===== config.mk =====
export PLATFORM = sky130hd
export DESIGN_NAME = srcal_seq
export DESIGN_NICKNAME = d
export VERILOG_FILES = /design/src/rtl/srcal_pkg.sv /design/src/rtl/srcal_tick.sv /design/src/rtl/srcal_div.sv /design/src/rtl/srcal_seq.sv
export SDC_FILE = /design/constraint.sdc
export NUM_CORES = 1
export LEC_CHECK = 0
export ABC_CLOCK_PERIOD_IN_PS = 4600
export BUFFER_PORTS_ARGS = -buffer_cell sky130_fd_sc_hd__buf_2
export CORE_MARGIN = 5
export CORE_UTILIZATION = 64
export DETAILED_ROUTE_END_ITERATION = 8
export PLACE_DENSITY = 0.83
export SKIP_LAST_GASP = 1
export SLEW_MARGIN = 30
export SYNTH_ARGS = -nofsm -noshare
export SYNTH_HDL_FRONTEND = slang
export SYNTH_SLANG_ARGS = --single-unit

===== constraint.sdc =====
create_clock -name clk -period 4.6 [get_ports clk]
set_clock_uncertainty 0.2 [all_clocks]
set_input_delay 0.23 -clock clk [delete_from_list [all_inputs] [get_ports clk]]
set_output_delay 0.23 -clock clk [all_outputs]
set_load 0.01 [all_outputs]

===== src/rtl/srcal_pkg.sv =====
package srcal_pkg;

   typedef enum logic [3:0] {
      ST_IDLE,
      ST_SETTLE,
      ST_CFG,
      ST_ARM,
      ST_WAIT,
      ST_STOPM,
      ST_STOPC,
      ST_DIVA,
      ST_DIVB,
      ST_WRITE,
      ST_OSCOFF,
      ST_FIN
   } srcal_st_e;

endpackage


===== src/rtl/srcal_tick.sv =====
module srcal_tick #(
   parameter int W = 13
) (
   input  logic         clk,
   input  logic         rst_n,
   input  logic         ld_i,
   input  logic [W-1:0] val_i,
   output logic         zero_o
);

   logic [W-1:0] cnt_q;

   always_ff @(posedge clk or negedge rst_n) begin
      if (!rst_n)
         cnt_q <= '0;
      else if (ld_i)
         cnt_q <= val_i;
      else if (cnt_q != '0)
         cnt_q <= cnt_q - 1'b1;
   end

   assign zero_o = (cnt_q == '0);

endmodule


===== src/rtl/srcal_div.sv =====
module srcal_div #(
   parameter int W = 32
) (
   input  logic         clk,
   input  logic         rst_n,
   input  logic         go_i,
   input  logic [W-1:0] num_i,
   input  logic [W-1:0] den_i,
   output logic         done_o,
   output logic [W-1:0] quo_o
);

   localparam int CW = $clog2(W + 1);

   if (W < 2) begin : g_bad_w
      $error("srcal_div: W must be at least 2");
   end

   logic [W-1:0]  rem_q, quo_q, den_q;
   logic [CW-1:0] left_q;
   logic          run_q, done_q;
   logic [W:0]    trial, diff;
   logic          fits;

   assign trial = {rem_q, quo_q[W-1]};
   assign diff  = trial - {1'b0, den_q};
   assign fits  = (trial >= {1'b0, den_q});

   always_ff @(posedge clk or negedge rst_n) begin
      if (!rst_n) begin
         rem_q  <= '0;
         quo_q  <= '0;
         den_q  <= '0;
         left_q <= '0;
         run_q  <= 1'b0;
         done_q <= 1'b0;
      end else if (go_i) begin
         rem_q  <= '0;
         quo_q  <= num_i;
         den_q  <= den_i;
         left_q <= CW'(W);
         run_q  <= 1'b1;
         done_q <= 1'b0;
      end else if (run_q) begin
         rem_q  <= fits ? diff[W-1:0] : trial[W-1:0];
         quo_q  <= {quo_q[W-2:0], fits};
         left_q <= left_q - 1'b1;
         run_q  <= (left_q != CW'(1));
         done_q <= (left_q == CW'(1));
      end else begin
         done_q <= 1'b0;
      end
   end

   assign done_o = done_q;
   assign quo_o  = quo_q;


   rem_below_den_chk: assert property (@(posedge clk) disable iff (!rst_n)
      done_q |-> (rem_q < den_q));


   no_zero_den_chk: assert property (@(posedge clk) disable iff (!rst_n)
      run_q |-> (den_q != '0));

endmodule


===== src/rtl/srcal_seq.sv =====
module srcal_seq
   import srcal_pkg::*;
#(
   parameter int REF_MHZ      = 26,
   parameter int WINDOW       = 1024,
   parameter int SR_COEF      = 28,
   parameter int SR_DIV       = 1000,
   parameter int SETTLE_CYC   = 26,
   parameter int TIMEOUT_CYC  = 5200,
   parameter int RES_W        = 32,
   parameter int WIN_W        = 24,
   parameter int CH_W         = 2,
   parameter int CODE_W       = 3,
   parameter int DEFAULT_CODE = 4
) (
   input  logic              clk,
   input  logic              rst_n,
   input  logic              start_i,
   input  logic [CH_W-1:0]   chan_i,
   output logic              busy_o,
   output logic              done_o,
   output logic [CODE_W-1:0] code_o,
   output logic              slew_we_o,
   output logic              osc_en_o,
   output logic              frck_en_o,
   output logic              fm_cfg_we_o,
   output logic [WIN_W-1:0]  fm_window_o,
   output logic [CH_W-1:0]   fm_chan_o,
   output logic              fm_en_o,
   input  logic              fm_valid_i,
   input  logic [RES_W-1:0]  fm_count_i
);

   localparam int NUMER   = WINDOW * REF_MHZ * SR_COEF;
   localparam int BIAS    = SR_DIV / 2;
   localparam int TMR_MAX = (SETTLE_CYC > TIMEOUT_CYC) ? SETTLE_CYC : TIMEOUT_CYC;
   localparam int TMR_W   = $clog2(TMR_MAX + 1);
   localparam int SCK_W   = TMR_W + 1;

   // elaboration-time parameter checks
   if (CODE_W < 1 || CODE_W > RES_W) begin : g_bad_code_w
      $error("srcal_seq: CODE_W out of range");
   end
   if (DEFAULT_CODE < 0 || DEFAULT_CODE >= (1 << CODE_W)) begin : g_bad_default
      $error("srcal_seq: DEFAULT_CODE does not fit CODE_W");
   end
   if ($clog2(NUMER + BIAS + 1) > RES_W) begin : g_bad_res_w
      $error("srcal_seq: RES_W too narrow for the numerator");
   end
   if ($clog2(WINDOW + 1) > WIN_W) begin : g_bad_win_w
      $error("srcal_seq: WIN_W too narrow for WINDOW");
   end
   if (SETTLE_CYC < 1 || TIMEOUT_CYC < 1 || SR_DIV < 1) begin : g_bad_time
      $error("srcal_seq: cycle counts and divisor must be positive");
   end

   srcal_st_e         st_q;
   logic [CH_W-1:0]   chan_q;
   logic [RES_W-1:0]  count_q;
   logic [CODE_W-1:0] code_q;
   logic              busy_q, done_q, slew_we_q, osc_q, frck_q, cfg_we_q, fm_en_q;

   // shared timer: settle window, then meter timeout
   logic             tmr_ld;
   logic [TMR_W-1:0] tmr_val;
   logic             tmr_zero;

   always_comb begin
      tmr_ld  = 1'b0;
      tmr_val = TMR_W'(TIMEOUT_CYC);
      if (st_q == ST_IDLE && start_i) begin
         tmr_ld  = 1'b1;
         tmr_val = TMR_W'(SETTLE_CYC);
      end else if (st_q == ST_ARM) begin
         tmr_ld  = 1'b1;
      end
   end

   srcal_tick #(.W(TMR_W)) u_tick (
      .clk    (clk),
      .rst_n  (rst_n),
      .ld_i   (tmr_ld),
      .val_i  (tmr_val),
      .zero_o (tmr_zero)
   );

   // shared divider: count division, then rounding division
   logic             div_go;
   logic [RES_W-1:0] div_num, div_den;
   logic             div_done;
   logic [RES_W-1:0] div_quo;

   srcal_div #(.W(RES_W)) u_div (
      .clk    (clk),
      .rst_n  (rst_n),
      .go_i   (div_go),
      .num_i  (div_num),
      .den_i  (div_den),
      .done_o (div_done),
      .quo_o  (div_quo)
   );

   logic [CODE_W-1:0] quo_code;
   assign quo_code = div_quo[CODE_W-1:0];

   always_ff @(posedge clk or negedge rst_n) begin
      if (!rst_n) begin
         st_q      <= ST_IDLE;
         chan_q    <= '0;
         count_q   <= '0;
         code_q    <= '0;
         busy_q    <= 1'b0;
         done_q    <= 1'b0;
         slew_we_q <= 1'b0;
         osc_q     <= 1'b0;
         frck_q    <= 1'b0;
         cfg_we_q  <= 1'b0;
         fm_en_q   <= 1'b0;
         div_go    <= 1'b0;
         div_num   <= '0;
         div_den   <= '0;
      end else begin
         cfg_we_q  <= 1'b0;
         slew_we_q <= 1'b0;
         done_q    <= 1'b0;
         div_go    <= 1'b0;
         unique case (st_q)
            ST_IDLE: begin
               if (start_i) begin
                  chan_q <= chan_i;
                  osc_q  <= 1'b1;
                  busy_q <= 1'b1;
                  st_q   <= ST_SETTLE;
               end
            end
            ST_SETTLE: begin
               if (tmr_zero) begin
                  frck_q <= 1'b1;
                  st_q   <= ST_CFG;
               end
            end
            ST_CFG: begin
               cfg_we_q <= 1'b1;
               st_q     <= ST_ARM;
            end
            ST_ARM: begin
               fm_en_q <= 1'b1;
               st_q    <= ST_WAIT;
            end
            ST_WAIT: begin
               if (fm_valid_i || tmr_zero) begin
                  count_q <= fm_count_i;
                  st_q    <= ST_STOPM;
               end
            end
            ST_STOPM: begin
               fm_en_q <= 1'b0;
               st_q    <= ST_STOPC;
            end
            ST_STOPC: begin
               frck_q <= 1'b0;
               if (count_q == '0) begin
                  code_q <= CODE_W'(DEFAULT_CODE);
                  st_q   <= ST_WRITE;
               end else begin
                  div_num <= RES_W'(NUMER);
                  div_den <= count_q;
                  div_go  <= 1'b1;
                  st_q    <= ST_DIVA;
               end
            end
            ST_DIVA: begin
               if (div_done) begin
                  div_num <= div_quo + RES_W'(BIAS);
                  div_den <= RES_W'(SR_DIV);
                  div_go  <= 1'b1;
                  st_q    <= ST_DIVB;
               end
            end
            ST_DIVB: begin
               if (div_done) begin
                  code_q <= quo_code;
                  st_q   <= ST_WRITE;
               end
            end
            ST_WRITE: begin
               slew_we_q <= 1'b1;
               st_q      <= ST_OSCOFF;
            end
            ST_OSCOFF: begin
               osc_q <= 1'b0;
               st_q  <= ST_FIN;
            end
            ST_FIN: begin
               done_q <= 1'b1;
               busy_q <= 1'b0;
               st_q   <= ST_IDLE;
            end
            default: st_q <= ST_IDLE;
         endcase
      end
   end

   assign busy_o      = busy_q;
   assign done_o      = done_q;
   assign code_o      = code_q;
   assign slew_we_o   = slew_we_q;
   assign osc_en_o    = osc_q;
   assign frck_en_o   = frck_q;
   assign fm_cfg_we_o = cfg_we_q;
   assign fm_window_o = WIN_W'(WINDOW);
   assign fm_chan_o   = chan_q;
   assign fm_en_o     = fm_en_q;

   // checker-side settle counter
   logic [SCK_W-1:0] settle_cnt;
   always_ff @(posedge clk or negedge rst_n) begin
      if (!rst_n)
         settle_cnt <= '0;
      else if (!osc_en_o)
         settle_cnt <= '0;
      else if (!frck_en_o && settle_cnt != '1)
         settle_cnt <= settle_cnt + 1'b1;
   end


   settle_min_chk: assert property (@(posedge clk) disable iff (!rst_n)
      $rose(frck_en_o) |-> (settle_cnt >= SCK_W'(SETTLE_CYC)));


   meter_needs_clock_chk: assert property (@(posedge clk) disable iff (!rst_n)
      fm_en_o |-> frck_en_o);


   clock_needs_osc_chk: assert property (@(posedge clk) disable iff (!rst_n)
      frck_en_o |-> osc_en_o);


   write_after_teardown_chk: assert property (@(posedge clk) disable iff (!rst_n)
      slew_we_o |-> (!fm_en_o && !frck_en_o && osc_en_o));


   write_before_osc_off_chk: assert property (@(posedge clk) disable iff (!rst_n)
      $fell(osc_en_o) |-> $past(slew_we_o));


   done_after_off_chk: assert property (@(posedge clk) disable iff (!rst_n)
      done_o |-> (!osc_en_o && !busy_o));


   busy_cover_chk: assert property (@(posedge clk) disable iff (!rst_n)
      osc_en_o |-> busy_o);


   chan_hold_chk: assert property (@(posedge clk) disable iff (!rst_n)
      busy_o |=> $stable(fm_chan_o));

endmodule


* Word-level counts from Yosys, hierarchy flattened *
Cells that the tools add are included.

storage, ports and cells
  register bits after elaboration = 230
  latch bits = 0
  RAM bits = 0
  bits in read-only memories = 0
  input bits = 38
  output and inout bits = 36
  logic and storage cells = 112
  memories kept = 0

operators by class
  $add $sub $neg = 4
  multiply operators = 0
  div/mod/pow operators = 0
  $lt $le $gt $ge = 1
  eq/ne operators = 20
  shift operators = 0
  muxes and demuxes = 44
  bitwise logic cells = 0
  reductions and logical operators = 22

operators with widths
  kind                     number
  $mux W32                 9
  $pmux W32 S2             2
  $pmux W4 S11             1
  $mux W13                 3
  $ge A33 B32 Y1           1
  $add A32 B9 Y32 const B  1
  $logic_not A32 Y1        1
  $sub A32 B32 Y32         1
  $mux W4                  6
  $eq A4 B3 Y1 const B     4
  $eq A4 B4 Y1 const B     4
  $reduce_bool A2 Y1       8
  $logic_not A13 Y1        1
  $mux W1                  13
  $reduce_bool A13 Y1      1
  $sub A13 B1 Y13 const B  1
  $mux W6                  2
  $ne A2 B2 Y1 const B     5
  $pmux W1 S2              5
  $reduce_and A2 Y1        5
  $eq A4 B2 Y1 const B     2
  $eq A6 B1 Y1 const B     1
  $mux W3                  2
  $ne A6 B1 Y1 const B     1
  other kinds (9)          11

* Logic depth before layout (Yosys ltp) *
  depth in word-level cells = 4
  depth in mapped cells = 14
  depth with buffers taken out = 12

* Cells and area by module *
Synthesis repeated with hierarchy kept, for this count alone.

unflattened totals
  cell total of the unflattened synthesis = 1366
  area total of the unflattened synthesis = 12600.8 µm²

modules (own cells, without submodules)
  module      instances  cells each  area each (µm²)  sequential area each (µm²)
  srcal_div   1          750         6525.0           2602.5
  srcal_seq   1          534         5308.8           2827.7
  srcal_tick  1          82          767.0            325.3

* Worst setup path after synthesis *
No wires, ideal clock.

  kind = register to register
  from = register u_div.den_q[1]
  to = register u_div.rem_q[22]
  library setup time = 99 ps
  arrival = 2676 ps
  slack = 1624 ps
  cell stages (with the launch flop) = 14
  path buffers = 2
  path through = dfrtp_1 > inv_1 > ha_1 > nor2b_1 > o21ba_2 > o311a_1 > o21ai_1 > a31oi_2 > o21ai_2 > and2_4 > buf_6 > buf_2 > nand2_1 > a311oi_1

between the ends
  longest elaborated chain between the ends = 4
  elaborated cells on any way between the ends = 5
  classes of those cells = add/sub (1); order compare (1); mux (3)

RTL lines
  element                                             RTL line                          text
  from (decl)                                         srcal_div.sv:19                   logic [W-1:0] rem_q, quo_q, den_q;
  from (signal assigned)                              srcal_div.sv:40                   den_q <= den_i;
  $sub A32 B32 Y32 or $ge A33 B32 Y1 (tied branches)  srcal_div.sv:26, srcal_div.sv:27
  $mux W32 *                                          srcal_div.sv:45                   rem_q <= fits ? diff[W-1:0] : trial[W-1:0];
  $mux W32 *                                          srcal_div.sv:44                   end else if (run_q) begin
  $mux W32 *                                          srcal_div.sv:37                   end else if (go_i) begin
  to (signal assigned)                                srcal_div.sv:45
  to (decl)                                           srcal_div.sv:19

Mark *: on every way between the ends. The rest lies on a longest branch, timed or not. The select of a mux whose other input is x is not followed.
A chain may end at the register's enable or synchronous reset.

* Worst setup path after layout *
  from = register u_div.den_q[1]
  to = register u_div.rem_q[19]

The elaborated chain is that of the path after synthesis.

==> impl_metrics.py <==
metrics = {
    "grt": {
        "grt_overflow": 0,
        "grt_max_degree": 127,
        "antenna_found_initial": 0,
        "grt_usage": 0.259,
        "grt_pass1_vias": 9498,
        "grt_pass1_wl_um": 46900,
    },
    "setup_path": {
        "crit_type": "reg2reg",
        "r2r_setup_slack_ns": 0.99,
        "worstReg2RegStart": "u_div.den_q[1]$_DFFE_PN0P_",
        "reg2reg_depth": 11,
        "required_ns": 4.78,
        "crit_fanout": 24,
        "start_kind": "flip-flop",
        "rr_endpoint": "u_div.rem_q[19]$_DFFE_PN0P_",
        "cp.arrival_ns": 3.79,
        "worst_setup_path_end_kind": "flip-flop",
    },
    "cts": {
        "tritoncts": "done",
        "clockBufferDepth": 3,
        "cts.sinks": 230,
        "worstSkewPairLatency_ns": 0.53,
        "root_buffer": "clkbuf_16",
        "htreeDepth": 1,
        "numCtsBuffers": 24,
        "ctsResizeCount": 0,
        "path_clk_slew_ns": 0.06,
    },
    "synth": {
        "synth_seq_cells": 230,
        "syn_area_per_cell_um2": 9.23,
        "yosysSeqAreaShare": 0.482,
        "synth_area_um2": 11900,
        "ys_types": 64,
        "synth.area.top_cells": "dfrtp_1 (48%), nand2_1 (7.2%), o21ai_0 (5.2%)",
        "yosys_warnings": 0,
        "synth_top_cell_area_share": 0.482,
        "synth_flop_cell": "dfrtp_1",
        "async_flop_share": 1.00,
        "synthCells": 1294,
        "synth_enable_flop_cells": 0,
        "synth.largest_area_cell": "dfrtp_1",
    },
    "worst_hold_path": {
        "hold_class": "in2async",
    },
    "routing": {
        "vias": 9701,
        "drt-pass1-iter-count": 7,
        "first_iter_violations": 828,
        "wirelength_um": 28100,
        "viasPerCell": 6.08,
        "wl_per_cell_um": 17.6,
        "drcViolationCount": 0,
        "antenna_left": 0,
    },
    "sta": {
        "setup_viol": 0,
        "fin_ws_ns": 0.993,
        "finalHoldViolCount": 0,
        "slew-limit-headroom": 0.397,
        "rsz0062_at_grt": "false",
        "fmax_ghz": 0.277,
        "period_share": 0.784,
        "fin_setup_tns_ns": 0,
        "period_needed_ns": 3.61,
        "tightest_slew_ns": 0.902,
        "slew_violations": 0,
    },
    "power": {
        "vdd_drop_max_mv": 0.478,
        "p_leak_nw": 6.11,
        "power_density_nw_per_um2": 778,
    },
    "floorplanning": {
        "chipWidth_um": 147,
        "dieArea_um2": 21500,
        "coreArea_um2": 18500,
        "initial_core_util": 0.645,
        "die_h_um": 147,
        "rows": 50,
        "ioPinCount": 74,
    },
    "finish": {
        "fin_nets": 1424,
        "multi_input_area_um2": 5620,
        "area_growth_syn_to_layout_pct": 12.1,
        "drive_gt1_frac": 0.110,
        "fin_area_um2": 13400,
        "register_area_um2": 5760,
        "nFillCells": 1261,
        "n_antenna_cell": 0,
        "layout_common_cells": "nand2_1 (228), dfrtp_1 (228), o21ai_0 (124)",
    },
    "place": {
        "port-buffer-count": 49,
        "dpl.hpwl_um": 17300,
        "gp_congestion": 0.897,
        "dp_worst_setup_slack_ns": 1.06,
        "placed_area_um2": 12200,
    },
    "job": {
        "drv_cap": 0,
    },
    "run_status": {
        "outcome": "finished, final reports clean",
    },
}
synth_stat cells (5+ instances only):
library cell / count
a211oi_1: 6
a21o_1: 9
a21oi_1: 52
a311oi_1: 24
a31oi_1: 10
and3_1: 11
buf_2: 5
buf_4: 24
clkbuf_1: 59
dfrtp_1: 230
ha_1: 36
inv_1: 56
mux2_2: 34
mux2i_1: 33
nand2_1: 228
nand2b_1: 6
nand3_1: 69
nand4_1: 10
nor2_1: 80
nor2b_1: 7
nor3_1: 19
nor3b_1: 5
nor4_1: 15
o21ai_0: 124
or3_1: 7
xnor2_1: 42
xor2_1: 23
critical path: stages (launching register included):
cell,delay [ns]
dfrtp_1,0.37
inv_1,0.08
ha_1,0.31
nor2b_1,0.15
o21ba_2,0.20
o311a_1,0.31
o21ai_1,0.28
a31oi_2,0.17
o21ai_2,0.30
nand2_1,0.61
nand3_1,0.38
o21ai_0,0.12
registers in the layout (all words and copies together), names as in the netlist, 2 cells and up:
signal / flops
count_q: 32
fm_chan_o: 2
code_o: 3
u_div.den_q: 32
u_div.quo_o: 32
div_den: 32
u_div.rem_q: 32
div_num: 32
u_div.left_q: 6
u_tick.cnt_q: 13
st_q: 4
cells by family after synthesis:
group,share of synthesized area
flops,0.482
xor+xnor,0.0477
mux,0.0597
simple gates,0.177
other cells,0.000629
compound gates,0.139
buf+inv,0.0552
fa+ha+maj,0.0394
per-layer routing:
layer | share of wire | vias up | GRT usage
li1 | - | 4543 | -
met1 | 0.43 | 4757 | 0.360
met2 | 0.49 | 353 | 0.439
met3 | 0.061 | 48 | 0.0338
met4 | 0.018 | 0 | 0.0616
met5 | 0 | - | 0
where the power goes:
group	internal (W)	switching, W	total, W
registers	0.00285	0.000847	0.00370
logic	0.00212	0.00272	0.00484
clock network	0.00109	0.000786	0.00187
timing repair:
action                                 in CTS  in global routing
hold buffers                               38                  0
setup buffers                               0                  0
endpoints found under the hold margin     161                  0
worst max path at each step:
stage / start / endpoint / slack (ns) / depth (start not counted)
5_1_grt: u_div.den_q[9]$_DFFE_PN0P_ / u_div.rem_q[2]$_DFFE_PN0P_ / 0.76 / 10
2_1_floorplan: u_div.den_q[1]$_DFFE_PN0P_ / u_div.rem_q[22]$_DFFE_PN0P_ / 1.62 / 13
3_5_place_dp: u_div.den_q[1]$_DFFE_PN0P_ / u_div.rem_q[26]$_DFFE_PN0P_ / 1.06 / 11
3_3_place_gp: u_div.den_q[1]$_DFFE_PN0P_ / u_div.rem_q[19]$_DFFE_PN0P_ / 1.16 / 11
4_1_cts: u_div.den_q[1]$_DFFE_PN0P_ / u_div.rem_q[19]$_DFFE_PN0P_ / 1.05 / 11
6_report: u_div.den_q[1]$_DFFE_PN0P_ / u_div.rem_q[19]$_DFFE_PN0P_ / 0.99 / 11
through the flow:
stage                     hold WS [ns]  std cells  total power [W]   util
final                           0.0196       1596           0.0104  0.723
after global routing            0.0475       1596           0.0112  0.723
after CTS                       0.0198       1595           0.0103  0.722
after detailed placement         0.188       1518          0.00836  0.660
after global placement           0.197       1518          0.00815  0.660
after floorplan                 -0.266       1316          0.00730      -
final cells by class:
type / count / area share
flip-flops and latches: 230 / 0.430
multi-input cells: 938 / 0.420
repair buffers: 99 / 0.0557
clock buffers: 32 / 0.0508
well taps: 234 / 0.0219
inverters: 56 / 0.0157
clock inverters: 7 / 0.00551
Power figures use the tool's default switching activity.
